**config.mk**
```make
export PLATFORM = sky130hd
export DESIGN_NAME = slice_alu
export DESIGN_NICKNAME = d
export VERILOG_FILES = /design/src/rtl/slice_alu.sv
export SDC_FILE = /design/constraint.sdc
export NUM_CORES = 1
export LEC_CHECK = 0
export BUFFER_PORTS_ARGS = -buffer_cell sky130_fd_sc_hd__buf_2
export CORE_MARGIN = 2
export CORE_UTILIZATION = 30
export DETAILED_ROUTE_END_ITERATION = 8
export SYNTH_ARGS = -nofsm -noshare
export SYNTH_HDL_FRONTEND = slang
export SYNTH_SLANG_ARGS = --single-unit
```
**constraint.sdc**
```tcl
create_clock -name vclk -period 20
set_input_delay 4 -clock vclk [all_inputs]
set_output_delay 4 -clock vclk [all_outputs]
set_load 0.05 [all_outputs]
```
**src/rtl/slice_alu.sv**
```systemverilog
module slice_alu #(
  parameter int WIDTH = 32
) (
  input  logic [WIDTH-1:0] opa_i,
  input  logic [WIDTH-1:0] opb_i,
  input  logic [3:0]       func_i,
  output logic [WIDTH-1:0] res_o,
  output logic             zero_o,
  output logic             ovf_o,
  output logic             cout_o
);
  localparam int MSB = WIDTH - 1;

  always_comb begin : slices
    logic             inv_a;
    logic             inv_b;
    logic [1:0]       sel;
    logic [WIDTH-1:0] pa;
    logic [WIDTH-1:0] pb;
    logic [WIDTH-1:0] sum;
    logic [WIDTH:0]   carry;
    logic             set_bit;

    inv_a    = func_i[3];
    inv_b    = func_i[2];
    sel      = func_i[1:0];
    carry[0] = inv_b;
    for (int i = 0; i < WIDTH; i++) begin
      pa[i]       = opa_i[i] ^ inv_a;
      pb[i]       = opb_i[i] ^ inv_b;
      sum[i]      = pa[i] ^ pb[i] ^ carry[i];
      carry[i+1]  = (pa[i] & pb[i]) | (pa[i] & carry[i]) | (pb[i] & carry[i]);
    end
    set_bit = sum[MSB];

    for (int i = 0; i < WIDTH; i++) begin
      case (sel)
        2'b00:   res_o[i] = pa[i] & pb[i];
        2'b01:   res_o[i] = pa[i] | pb[i];
        2'b10:   res_o[i] = sum[i];
        default: res_o[i] = (i == 0) ? set_bit : 1'b0;
      endcase
    end

    zero_o = ~|res_o;
    ovf_o  = sel[1] & (pa[MSB] == pb[MSB]) & (sum[MSB] != pa[MSB]);
    cout_o = sel[1] & carry[WIDTH];

    AST_ADD_MATCH: assert (func_i != 4'b0010 || {cout_o, res_o} == ({1'b0, opa_i} + {1'b0, opb_i}));
    AST_SUB_SELF_ZERO: assert (func_i != 4'b0110 || opa_i != opb_i || (zero_o && cout_o && !ovf_o));
    AST_NOR_FORM: assert (func_i != 4'b1100 || res_o == ~(opa_i | opb_i));
    AST_LESS_UPPER_CLEAR: assert (sel != 2'b11 || res_o[MSB:1] == '0);
    AST_ADD_OVF_SIGNS: assert (func_i != 4'b0010 || !ovf_o || (opa_i[MSB] == opb_i[MSB] && res_o[MSB] != opa_i[MSB]));
    AST_LOGIC_NO_FLAGS: assert (sel[1] || (!ovf_o && !cout_o));
  end
endmodule

```
Yosys cells after proc, flatten, opt, wreduce, memory -nomap -nowiden
Cells that the tools add are included.
Operators by class
  equality and inequality tests: 4
  multiplexer cells: 32
  bitwise logic cells: 323
  reductions and logical operators: 3
Operators with widths (count)
  bitwise XOR 1 bit: 128
  AND 1 bit: 99
  OR 1 bit: 96
  one-hot mux 1 bit (3 select lines): 32
  OR reduction 32 bit: 1
  equality test 2 x 1 -> 1 bit, second input constant: 1
  equality test 2 bit, second input constant: 1
  logical NOT 2 bit: 1
  equality test 1 bit: 1
  logical NOT 1 bit: 1
  != test 1 bit: 1
Storage, ports and cells
  word-level logic and storage cells: 362
  register bits: 0

Logic depth before layout (Yosys ltp)
Gate-level depths: netlist (run 1).
  depth after elaboration: 98
  mapped depth: 41

Worst setup path after synthesis (run 1)
Ideal clock, no wire load.
  kind: input to output
  start point: in func_i[2]
  end point: out zero_o
  cell stages on the path: 40
  data arrival time: 18.546 ns
  required time: 16.000 ns
  slack: -2.546 ns
  cell sequence: clkbuf_1 -> clkbuf_1 -> xor2_1 -> fa_1 -> fa_1 -> inv_1 -> fa_1 -> fa_1 -> fa_1 -> fa_1 -> fa_1 -> fa_1 -> fa_1 -> fa_1 -> fa_1 -> fa_1 -> fa_1 -> fa_1 -> [4 not listed] -> fa_1 -> fa_1 -> fa_1 -> fa_1 -> fa_1 -> fa_1 -> fa_1 -> fa_1 -> fa_1 -> fa_1 -> fa_1 -> fa_1 -> fa_1 -> and2_1 -> o32ai_1 -> nor4_1 -> nor4b_1 -> and4_1
On the way
  word-level cells in the longest chain between the ends: 98
  elaborated cells on any way between the ends: 318
  classes of those cells: mux (32); bitwise (284); reduce/logical (2)
RTL lines
  start, declared: RTL line 6  | input logic [3:0] func_i,
  bitwise XOR 1 bit: RTL line 30  | pb[i] = opb_i[i] ^ inv_b;
  AND 1 bit: RTL line 32  | carry[i+1] = (pa[i] & pb[i]) | (pa[i] & carry[i]) | (pb[i] & carry[i]);
  OR 1 bit (2 in a row): RTL line 32
  AND 1 bit: RTL line 32
  OR 1 bit (2 in a row): RTL line 32
  AND 1 bit: RTL line 32
  OR 1 bit (2 in a row): RTL line 32
  AND 1 bit: RTL line 32
  [78 not listed]
  OR 1 bit (2 in a row): RTL line 32
  AND 1 bit: RTL line 32
  OR 1 bit (2 in a row): RTL line 32
  bitwise XOR 1 bit: RTL line 31  | sum[i] = pa[i] ^ pb[i] ^ carry[i];
  one-hot mux 1 bit (3 select lines) (*): RTL line 37  | case (sel)
  via res_o[31]: RTL line 7  | output logic [WIDTH-1:0] res_o,
  OR reduction 32 bit (*): RTL line 45  | zero_o = ~|res_o;
  logical NOT 1 bit (*): RTL line 45
  end, declared: RTL line 8  | output logic zero_o,
The timed path passes the listed nets; every way through them passes the cells marked *.

Final worst setup path (run 1)
  start point: in func_i[3]
  end point: out zero_o
On the way
  word-level cells in the longest chain between the ends: 98
  elaborated cells on any way between the ends: 317
  classes of those cells: mux (32); bitwise (283); reduce/logical (2)
RTL lines
  bitwise XOR 1 bit: RTL line 29  | pa[i] = opa_i[i] ^ inv_a;
  AND 1 bit, on equally long branches: RTL line 32, 38
  OR 1 bit (2 in a row): RTL line 32
  AND 1 bit: RTL line 32
  OR 1 bit (2 in a row): RTL line 32
  AND 1 bit: RTL line 32
  OR 1 bit (2 in a row): RTL line 32
  AND 1 bit: RTL line 32
  [77 not listed]
  AND 1 bit: RTL line 32
  OR 1 bit (2 in a row): RTL line 32
  AND 1 bit: RTL line 32
  OR 1 bit (2 in a row): RTL line 32
  bitwise XOR 1 bit: RTL line 31
  one-hot mux 1 bit (3 select lines): RTL line 37
  OR reduction 32 bit (*): RTL line 45
  logical NOT 1 bit (*): RTL line 45
Mark *: on every way between the ends. The rest lies on a longest branch, timed or not.

==> results.txt, run 1 <==
The run finished, with violations left. The checks that failed: negative setup slack. The reported leakage power came out at 2.21 nW. The logs give 2762 for the detailed-route via count and 0 for the number of antenna violations at the first check in global routing. The cell seen most often among critical-path stages is sky130_fd_sc_hd__fa_2.

The first-pass iteration count of the detailed router was 4; the fraction of layout instances using a drive strength above 1 was 0.378. The first global-routing pass estimated 13.6 mm of wire. The transition time at the pin with the least slew margin works out to 1.01 ns. STA classifies the critical path startpoint as an input pin. The tightest slew margin relative to the limit was 0.328. The sequential element share of the synthesized area is 0.

The number of failing hold endpoints at the final stage is 0, and the data arrival time of the worst path is 16.40 ns. The detail route stage leaves a number of antenna-violating nets equal to 0. The combined global-route utilization of all metal layers came out at 0.144. The path class of the tightest hold or removal check is in -> out.

Global routing finished with a remaining overflow of 0. The ratio of final minimum period to clock period was 1.02. Detailed placement finished with a half-perimeter wire length of 6.84 mm. The number of max-slew violations in the final report came out at 0. 0 antenna diodes ended up in the layout.

The worst setup path is of the in -> out kind. Effective utilization at floorplan: 0.309. The die covers 11400 um^2. The number of nets handed over by synthesis was 539. The netlist area before placement was 3170 um^2; the number of I/O port buffers was 103. In the final design database the tool counted 655 nets. Across all hold checks on the routed design, the worst slack comes to 8.62 ns. The worst hold path depth works out to 5.

The total of warnings raised by yosys is 0, and the combined flip-flop and latch cell area is 0 um^2. For this design the ratio of total power to cell area is 44.5 nW/um^2. From left edge to right edge, the die measures 107 um. The tools report the setup slack after layout as -0.403 ns.

The congestion estimate from routability-driven global placement came to 0.815. The count of mapped cells out of synthesis was 376; the fmax was 49.0 MHz. Using the TritonRoute via totals, the vias-per-cell ratio works out to 4.41.

The highest ir drop seen on vdd came out at 0.0424 mV. STA puts the critical path data required time at 16.00 ns. The area of the core region came out at 10300 um^2.

There are 0 flip-flops and latches. Relative to the synthesized area, the layout overhead comes to 35.1%. Distinct cell type count of the synthesized netlist: 29. The number of placement rows is 37.

The post-detailed-route wirelength per cell works out to 13.2 um. The number of maximum-capacitance constraint violations is 0. The delay of the slowest cell on the worst path came out at 0.52 ns. STA classifies the critical path endpoint as a primary output. The routed design has 8.29 mm of wire.

Setup repair after global routing could not meet its margin everywhere. For the pin count of the biggest net entering global routing, the log shows 70. For the via count of the first global-routing pass, the log shows 2969.

Pin placement for this block handled 103 I/O pins. On the critical path, the stage with the largest delay is an instance of sky130_fd_sc_hd__fa_2. The final-layout clock buffer total is 0. The die is 107 um tall. Total of hold buffers inserted after clock tree synthesis: 0. The worst setup slack before clock tree synthesis is -0.553 ns, and the average cell area after synthesis is 8.44 um^2. After detailed routing, the number of remaining DRC violations is 0. The worst path in the final design needs a cycle of 20.40 ns, including I/O delays and setup. In this run the worst path has a maximum fanout of 4.

The first routing iteration left 51 violations. Total of endpoints with negative setup slack in the final report: 2.
[cell usage after synthesis (all sizes together)]
cell type	count	area share
clkbuf	10	0.012
mux2i	2	0.0063
and4	1	0.0028
buf	12	0.019
mux4	1	0.0071
and2	1	0.0020
nand2b	1	0.0020
xor2	60	0.17
nor4b	1	0.0028
o22ai	13	0.026
nor4	4	0.0079
nor3	1	0.0016
xnor2	6	0.017
o31a	17	0.047
o21ai	17	0.027
nor2	3	0.0035
fa	31	0.20
o32ai	1	0.0028
a21oi	12	0.019
nor2b	44	0.087
inv	68	0.080
o221ai	1	0.0028
or4	4	0.0095
ha	64	0.25
and2b	1	0.0024
[routing by layer]
metal  vias up  GRT usage  wire [um]
li1       1395          -          -
met1      1322      0.181       3620
met2        45      0.284       4490
met3         0    0.00608        187
met4         0    0.00464          0
met5         -          0          0
[layout by cell type, fill, tap and decap left out, types with 2 or more instances in the layout]
master                     n
sky130_fd_sc_hd__buf_2    96
sky130_fd_sc_hd__inv_1    64
sky130_fd_sc_hd__ha_1     64
sky130_fd_sc_hd__xor2_1   59
sky130_fd_sc_hd__nor2b_1  44
sky130_fd_sc_hd__fa_2     30
sky130_fd_sc_hd__buf_4    29
sky130_fd_sc_hd__o21ai_0  16
sky130_fd_sc_hd__o31a_1   16
sky130_fd_sc_hd__o22ai_1  13
sky130_fd_sc_hd__a21oi_1  11
sky130_fd_sc_hd__buf_6     6
sky130_fd_sc_hd__buf_8     4
sky130_fd_sc_hd__inv_2     3
sky130_fd_sc_hd__nor2_1    3
sky130_fd_sc_hd__or4_1     3
sky130_fd_sc_hd__nor4_1    3
sky130_fd_sc_hd__xnor2_4   2
sky130_fd_sc_hd__xnor2_2   2
sky130_fd_sc_hd__xnor2_1   2
sky130_fd_sc_hd__mux2i_1   2
[where the power goes]
group	switching, mW	leakage [nW]	total [mW]	internal (mW)
registers	0	0	0	0
clock network	0	0	0	0
logic	0.117	2.21	0.191	0.0738
[stage by stage]
stage,power [mW],area [um^2],std cells,setup TNS [ns],util
after floorplan,0.133,3350,376,-0.0924,-
after global placement,0.176,4090,619,-0.623,0.398
after detailed placement,0.181,4090,619,-0.741,0.398
after CTS,0.189,4230,625,-0.501,0.411
after global routing,0.212,4290,626,-1.43,0.417
final,0.191,4290,626,-0.566,0.417
[worst paths after layout]
path	start	end	slack, ns
min	opa_i[31]	ovf_o	8.62
max	func_i[3]	zero_o	-0.40
[critical path, delay by kind of cell]
kind | cells | cell delay [ns]
AND/OR/NAND/NOR | 4 | 1.10
adder cells (fa/ha/maj) | 29 | 10.16
AO/OA/AOI/OAI | 1 | 0.29
XOR/XNOR | 1 | 0.14
buffers and inverters | 6 | 0.69
[kinds of logic (layout without fill, tap and decap cells)]
family | Yosys count | after routing | synth area share
fa+ha+maj | 95 | 95 | 0.448
compound gates | 61 | 61 | 0.124
buf+inv | 90 | 204 | 0.112
xor+xnor | 66 | 66 | 0.182
mux | 3 | 3 | 0.0134
simple gates | 61 | 61 | 0.121
[final cells by class]
class / instances / area, um^2
Inverter: 68 / 258
Fill cell: 1066 / 5990
Multi-Input combinational cell: 286 / 3020
Timing Repair Buffer: 136 / 833
Tap cell: 136 / 170
[timing repair]
action                                  CTS  global route
resized for setup                        22            15
hold endpoints to repair                  0             0
buffers inserted                          6             2
endpoints found under the setup margin    3             4
pin swaps                                 1             3
Note: power is estimated with default switching activity, not from simulation.
==> run 2: changes to the inputs <==
--- a/config.mk
+++ b/config.mk
@@ -6,7 +6,6 @@
 export NUM_CORES = 1
 export LEC_CHECK = 0
 export BUFFER_PORTS_ARGS = -buffer_cell sky130_fd_sc_hd__buf_2
-export CORE_MARGIN = 2
 export CORE_UTILIZATION = 30
 export DETAILED_ROUTE_END_ITERATION = 8
 export SYNTH_ARGS = -nofsm -noshare
==> run 2 against run 1 <==
Net effect: the run still ends with negative setup slack left; non-clock buffer count fell by 1; setup slack improved by 0.036 ns; cell count fell by 0.16%; worst hold slack barely moved; sequential share of layout area did not move; critical endpoint unchanged; largest cell class unchanged; highest routed layer is now met4.
==> results.txt, run 2 (synthesized netlist as in run 1, its figures left out) <==
Tracing the worst setup path back leads to its startpoint at opa_i[0]. The area of the core region is 10300 um^2 (unchanged), and the final-layout clock buffer total is 0 (unchanged). The transition time at the pin with the least slew margin was 0.924 ns (-0.0847 ns); the power per unit of standard cell area was 44.5 nW/um^2 (-0.14%).

The data arrival time of the worst path was 16.37 ns (-0.03 ns); the required arrival time at the worst endpoint was 16.00 ns (about the same). The highest ir drop seen on vdd came out at 0.0222 mV (-48%). The sum of overflow across all layers after global routing was 0 (unchanged). The pin count of the biggest net entering global routing is 70 (unchanged), and the final-stage net count is 654 (-0.15%). In the layout the commonest cells are sky130_fd_sc_hd__buf_2, sky130_fd_sc_hd__inv_1, sky130_fd_sc_hd__ha_1. The detailed-routing wirelength on met1 is 3.62 mm (about the same).

The number of placement rows is 37 (unchanged), and the DRC violation count after routing is 0 (unchanged). For the met3 wire length, the log shows 224 um (+20%). From synthesis to final layout, the design area changed by 34.3%. The tools report the effective utilization at floorplan as 0.309 (unchanged). The run gives 4.24 mm (-5.5%) as the met2 layer wire length in the routed design. Worst-path cell with the longest stage delay: sky130_fd_sc_hd__fa_1. The count of inserted antenna diode cells was 0 (unchanged); the number of nets still failing antenna checks after routing was 0 (unchanged). The number of I/O port buffers was 103 (unchanged).

The first-pass iteration count of the detailed router was 6 (+2); the number of max-slew violations in the final report was 0 (unchanged). The critical path is of the in -> out type. The detailed-route via count is 2786 (+0.87%), and the setup slack after layout is -0.367 ns (+0.0360 ns). The multi-input logic area is 3010 um^2 (-0.50%), and the count of sequential standard cells is 0 (unchanged).

The tools report the total of endpoints with negative setup slack in the final report as 2 (unchanged). The number of failing hold endpoints at the final stage was 0 (unchanged). The via density per instance works out to 4.46 (+1.0%). The ratio of final minimum period to clock period came out at 1.02 (-0.00180). Combined global-route utilization of all metal layers: 0.145 (+0.000903).

The fraction of layout instances using a drive strength above 1 is 0.372 (-0.00536). The fmax came out at 49.1 MHz (+0.18%). The fill cell instance count of the final layout came out at 1084 (+1.7%).

The y dimension of the die is 105 um (-1.9%). The library cell used most frequently in the layout, excluding fill and tap cells, is sky130_fd_sc_hd__buf_2. The final critical delay including setup and external delays is 20.37 ns (-0.0360 ns).

The run gives 2.19 nW (-0.72%) as the reported leakage power. The power consumption came out at 190 uW (-0.66%). The count of boundary I/O pins is 103 (unchanged).

STA classifies the critical path endpoint as a primary output. The half-perimeter wire length after detailed placement was 6.60 mm (-3.5%); the floorplan die area was 11000 um^2 (-3.7%). The final worst hold slack is 8.62 ns (+0.000340 ns).

The critical path startpoint category was an input pin. The delay of the slowest cell on the worst path is 0.51 ns (about the same), and the number of DRC violations after detailed-routing iteration 0 is 94 (+84%). For the first-pass GRT wire length, the log shows 13.2 mm (-3.1%).

The detailed router used layers up to and including met4. The run gives 0 um^2 (unchanged) as the combined flip-flop and latch cell area. Number of maximum-capacitance constraint violations: 0 (unchanged). The flow ran to the end, but the final reports show violations. Cell seen most often among critical-path stages: sky130_fd_sc_hd__fa_2. Setup repair after global routing could not meet its margin everywhere.

The final reports fail on negative setup slack. The number of antenna violations at the first check in global routing is 0 (unchanged), and the global placer's final weighted congestion is 0.792 (-2.8%). The overall routed net length is 8.11 mm (-2.1%).

The summed area of non-filler cells in the final layout is 4260 um^2 (-0.53%). The most critical setup path has its endpoint at zero_o. The via count of the first global-routing pass is 2863 (-3.6%).

The type of the most critical hold path was in -> out. Maximum fanout count along the critical path: 2 (-2). Post-detailed-route wirelength per cell: 13.0 um (-2.0%). For the cell area after placement, the log shows 4080 um^2 (-0.18%). Tightest slew margin relative to the limit: 0.384 (+0.0565).

The width of the chip is 105 um (-1.9%), and the total of hold buffers inserted after clock tree synthesis is 0 (unchanged).
==> run 2: changes by cell type in the layout (fill, tap and decap cells not counted) <==
cell                      change
sky130_fd_sc_hd__buf_4        -1
sky130_fd_sc_hd__xnor2_2      -2
sky130_fd_sc_hd__xnor2_1      +2
==> run 2: critical path, delay by kind of cell <==
| family | cells | cell delay, ns |
|---|---|---|
| buf+inv | 4 | 0.41 |
| mux | 1 | 0.26 |
| compound gates | 2 | 0.30 |
| fa+ha+maj | 31 | 10.74 |
| xor+xnor | 1 | 0.13 |
| simple gates | 2 | 0.53 |
==> run 2: per-layer routing <==
layer	global-route usage	up-vias
li1	-	1393
met1	0.183	1332
met2	0.281	59
met3	0.00624	2
met4	0.00604	0
met5	0	-
==> run 2: layout make-up <==
class,instances,share of cell area
well taps,136,0.0399
repair buffers,135,0.194
multi-input cells,286,0.706
inverters,68,0.0605
==> run 2: where the power goes <==
part	total, mW	switching (mW)	leakage, nW	internal [mW]
Sequential	0	0	0	0
Combinational	0.190	0.116	2.19	0.0733
Clock	0	0	0	0
==> run 2: stage by stage <==
stage,std cells,setup slack (ns),TNS [ns],utilization
6_report,625,-0.367,-0.712,0.415
5_1_grt,625,-0.670,-1.79,0.415
4_1_cts,620,-0.451,-0.682,0.402
3_5_place_dp,618,-0.576,-0.833,0.397
3_3_place_gp,618,-0.495,-0.668,0.397
2_1_floorplan,376,-0.0924,-0.0924,-
==> run 2: worst min path at each step <==
stage | startpoint | end | slack (ns) | cells past startpoint
floorplan | opb_i[31] | ovf_o | 8.41 | 3
global placement | opb_i[31] | cout_o | 8.64 | 6
detailed placement | opb_i[31] | cout_o | 8.64 | 6
CTS | opb_i[31] | cout_o | 8.66 | 6
global route | opb_i[31] | ovf_o | 8.68 | 5
finish | opb_i[31] | ovf_o | 8.62 | 5
==> run 2: what timing repair did <==
item | in CTS | in global routing
endpoints found under the setup margin | 3 | 4
pin swaps | 1 | 2
resized for setup | 10 | 24
buffers inserted | 2 | 6
==> run 3: changes to the inputs <==
--- a/config.mk
+++ b/config.mk
@@ -5,9 +5,11 @@
 export SDC_FILE = /design/constraint.sdc
 export NUM_CORES = 1
 export LEC_CHECK = 0
+export ABC_AREA = 1
 export BUFFER_PORTS_ARGS = -buffer_cell sky130_fd_sc_hd__buf_2
 export CORE_UTILIZATION = 30
 export DETAILED_ROUTE_END_ITERATION = 8
+export GPL_TIMING_DRIVEN = 0
 export SYNTH_ARGS = -nofsm -noshare
 export SYNTH_HDL_FRONTEND = slang
 export SYNTH_SLANG_ARGS = --single-unit
==> run 3 against run 2 <==
Net effect: utilization shrank 0.052 points; total power rose by 1.5%; critical path type unchanged; the flow still finishes with violations (negative setup slack); largest power group unchanged; die area rose by 3.0%; area after synthesis is 3.0% higher.
==> results.txt, run 3 <==
STA classifies the critical path endpoint as a primary output. The global placer's final weighted congestion was 0.789 (-0.40%); the total of warnings raised by yosys was 0 (unchanged). The critical path is of the in -> out type. From synthesis to final layout, the design area changed by 32.6%. The run gives 0 (unchanged) as the number of antenna violations at the first check in global routing. The run finished, with violations left.

Fraction of layout instances using a drive strength above 1: 0.301 (-0.0717). The area of the core region is 10500 um^2 (+1.8%). The maximum fanout count along the critical path was 5 (+3). First-pass iteration count of the detailed router: 4 (-2).

For the final-layout clock buffer total, the log shows 0 (unchanged). The half-perimeter wire length after detailed placement was 7.41 mm (+12%). The DRC violation count after routing came out at 0 (unchanged). Setup repair after global routing could not meet its margin everywhere. The type of the most critical hold path was in -> out. The number of failing hold endpoints at the final stage was 0 (unchanged). The transition time at the pin with the least slew margin is 0.619 ns (-0.305 ns). Counting stages on the worst path, the most repeated cell is sky130_fd_sc_hd__fa_2. The logs give 0 (unchanged) for the sum of overflow across all layers after global routing and 1 (-1) for the total of endpoints with negative setup slack in the final report.

The width of the chip was 106 um (+1.5%). Number of I/O port buffers: 101 (-1.9%). The number of maximum-capacitance constraint violations was 0 (unchanged); the number of max-slew violations in the final report was 0 (unchanged). The data arrival time of the worst path was 16.23 ns (-0.14 ns).

The final worst hold slack is 8.55 ns (-0.0646 ns), and the overall routed net length is 9.16 mm (+13%). Summed over all instances, the cell type with the most area after synthesis is sky130_fd_sc_hd__ha_1. After synthesis, the cell types taking the most area are sky130_fd_sc_hd__ha_1, sky130_fd_sc_hd__fa_1, sky130_fd_sc_hd__xnor2_1, sky130_fd_sc_hd__inv_1, sky130_fd_sc_hd__nand2_1.

The combined global-route utilization of all metal layers was 0.157 (+0.0121); the count of boundary I/O pins was 103 (unchanged). The pin count of the biggest net entering global routing is 11 (-84%). The tools report the count of sequential standard cells as 0 (unchanged). The power consumption was 192 uW (+1.5%). For the effective utilization at floorplan, the log shows 0.312 (+0.00374). Number of DRC violations after detailed-routing iteration 0: 92 (-2.1%). Average cell area after synthesis: 6.87 um^2 (-19%).

The checks that failed: negative setup slack. The final-stage net count is 754 (+15%). Detailed-route via count: 3099 (+11%). The tightest slew margin relative to the limit was 0.588 (+0.203); the required arrival time at the worst endpoint was 16.00 ns (about the same). Leaving out fill and tap cells, the most frequent cell in the layout is sky130_fd_sc_hd__inv_1. First-pass GRT wire length: 14.0 mm (+5.7%).

The synthesized netlist net count was 639 (+19%). The netlist area before placement came out at 3270 um^2 (+3.0%). The total of hold buffers inserted after clock tree synthesis came out at 0 (unchanged). The y dimension of the die was 106 um (+1.5%).

For the count of mapped cells out of synthesis, the log shows 476 (+27%). The most numerous cell in the Yosys netlist was sky130_fd_sc_hd__inv_1. By count the netlist is led by sky130_fd_sc_hd__inv_1, sky130_fd_sc_hd__nand2_1, sky130_fd_sc_hd__ha_1, sky130_fd_sc_hd__xnor2_1, sky130_fd_sc_hd__nand3_1. The via density per instance came out at 4.27 (-4.1%).

The area share of the largest cell type after synthesis is 0.245 (-0.00744), and the fmax is 49.4 MHz (+0.66%). The post-detailed-route wirelength per cell came out at 12.6 um (-2.6%). Critical path startpoint category: an input pin. The reported leakage power is 2.40 nW (+9.4%). The floorplan die area was 11300 um^2 (+3.0%); the final critical delay including setup and external delays was 20.23 ns (-0.133 ns).

The tools report the count of inserted antenna diode cells as 0 (unchanged). The logs give 0 um^2 (unchanged) for the combined flip-flop and latch cell area and 0 (unchanged) for the sequential element share of the synthesized area. The run gives 2951 (+3.1%) as the via count of the first global-routing pass. The library cells used most frequently in the layout, excluding fill and tap cells, are sky130_fd_sc_hd__inv_1, sky130_fd_sc_hd__buf_2, sky130_fd_sc_hd__nand2_1. For the distinct cell type count of the synthesized netlist, the log shows 14 (-52%). The run gives -0.234 ns (+0.133 ns) as the setup slack after layout. The highest ir drop seen on vdd was 0.0295 mV (+33%); the delay of the slowest cell on the worst path was 0.53 ns (+0.02 ns). The number of nets still failing antenna checks after routing was 0 (unchanged). Among all stages on the critical path, the largest delay is contributed by sky130_fd_sc_hd__fa_1. Ratio of final minimum period to clock period: 1.01 (-0.00665). The number of placement rows came out at 37 (unchanged).

The power per unit of standard cell area was 44.4 nW/um^2 (-0.17%).
==> run 3: area by class of cell <==
class,instances,area [um^2]
fill,1137,6130
multi-input combinational,334,2920
buffer,18,145
inverter,124,465
tap,136,170
timing repair buffer,113,636
==> run 3: cell families after synthesis <==
logic type	count (synthesis)	synth area share
fa+ha+maj	95	0.435
buf+inv	142	0.168
xor+xnor	63	0.169
simple gates	175	0.227
compound gates	1	0.00153
==> run 3: routing by layer <==
| metal | part of all wire | global-route usage | wire, um |
|---|---|---|---|
| met5 | 0 | 0 | 0 |
| met4 | 0.0072 | 0.0109 | 66 |
| met3 | 0.047 | 0.00307 | 435 |
| met2 | 0.50 | 0.296 | 4590 |
| met1 | 0.44 | 0.206 | 4070 |
==> run 3: worst paths after layout <==
check                     start   endpoint  slack (ns)  depth (start not counted)
worst max-delay path  func_i[3]     zero_o       -0.23                         44
worst min-delay path  func_i[0]  res_o[28]        8.55                          4
==> run 3: report_power, final <==
| group | leakage [nW] | internal [mW] | switching (mW) | total (mW) |
|---|---|---|---|---|
| Clock | 0 | 0 | 0 | 0 |
| Combinational | 2.40 | 0.0677 | 0.125 | 0.192 |
| Sequential | 0 | 0 | 0 | 0 |
==> run 3: through the flow <==
step	instance area [um^2]	utilization	instances	TNS [ns]	setup WS (ns)
2_1_floorplan	3410	-	476	0	0.00868
3_3_place_gp	4080	0.390	713	-1.26	-0.776
3_5_place_dp	4080	0.390	713	-1.33	-0.794
4_1_cts	4190	0.400	718	-0.368	-0.368
5_1_grt	4330	0.414	725	-0.933	-0.538
6_report	4330	0.414	725	-0.234	-0.234
==> run 3: critical path, delay by kind of cell <==
family	cells	cell delay, ns
adder cells (fa/ha/maj)	31	10.83
AND/OR/NAND/NOR	7	0.71
buffers and inverters	5	0.51
XOR/XNOR	1	0.17
==> run 3: timing repair <==
item                       4_1_cts  5_1_grt
hold endpoints to repair         0        0
resized for setup               20       26
setup buffers                    5        7
setup endpoints to repair        4        4
cloned                           0        0
pin swaps                        6        5
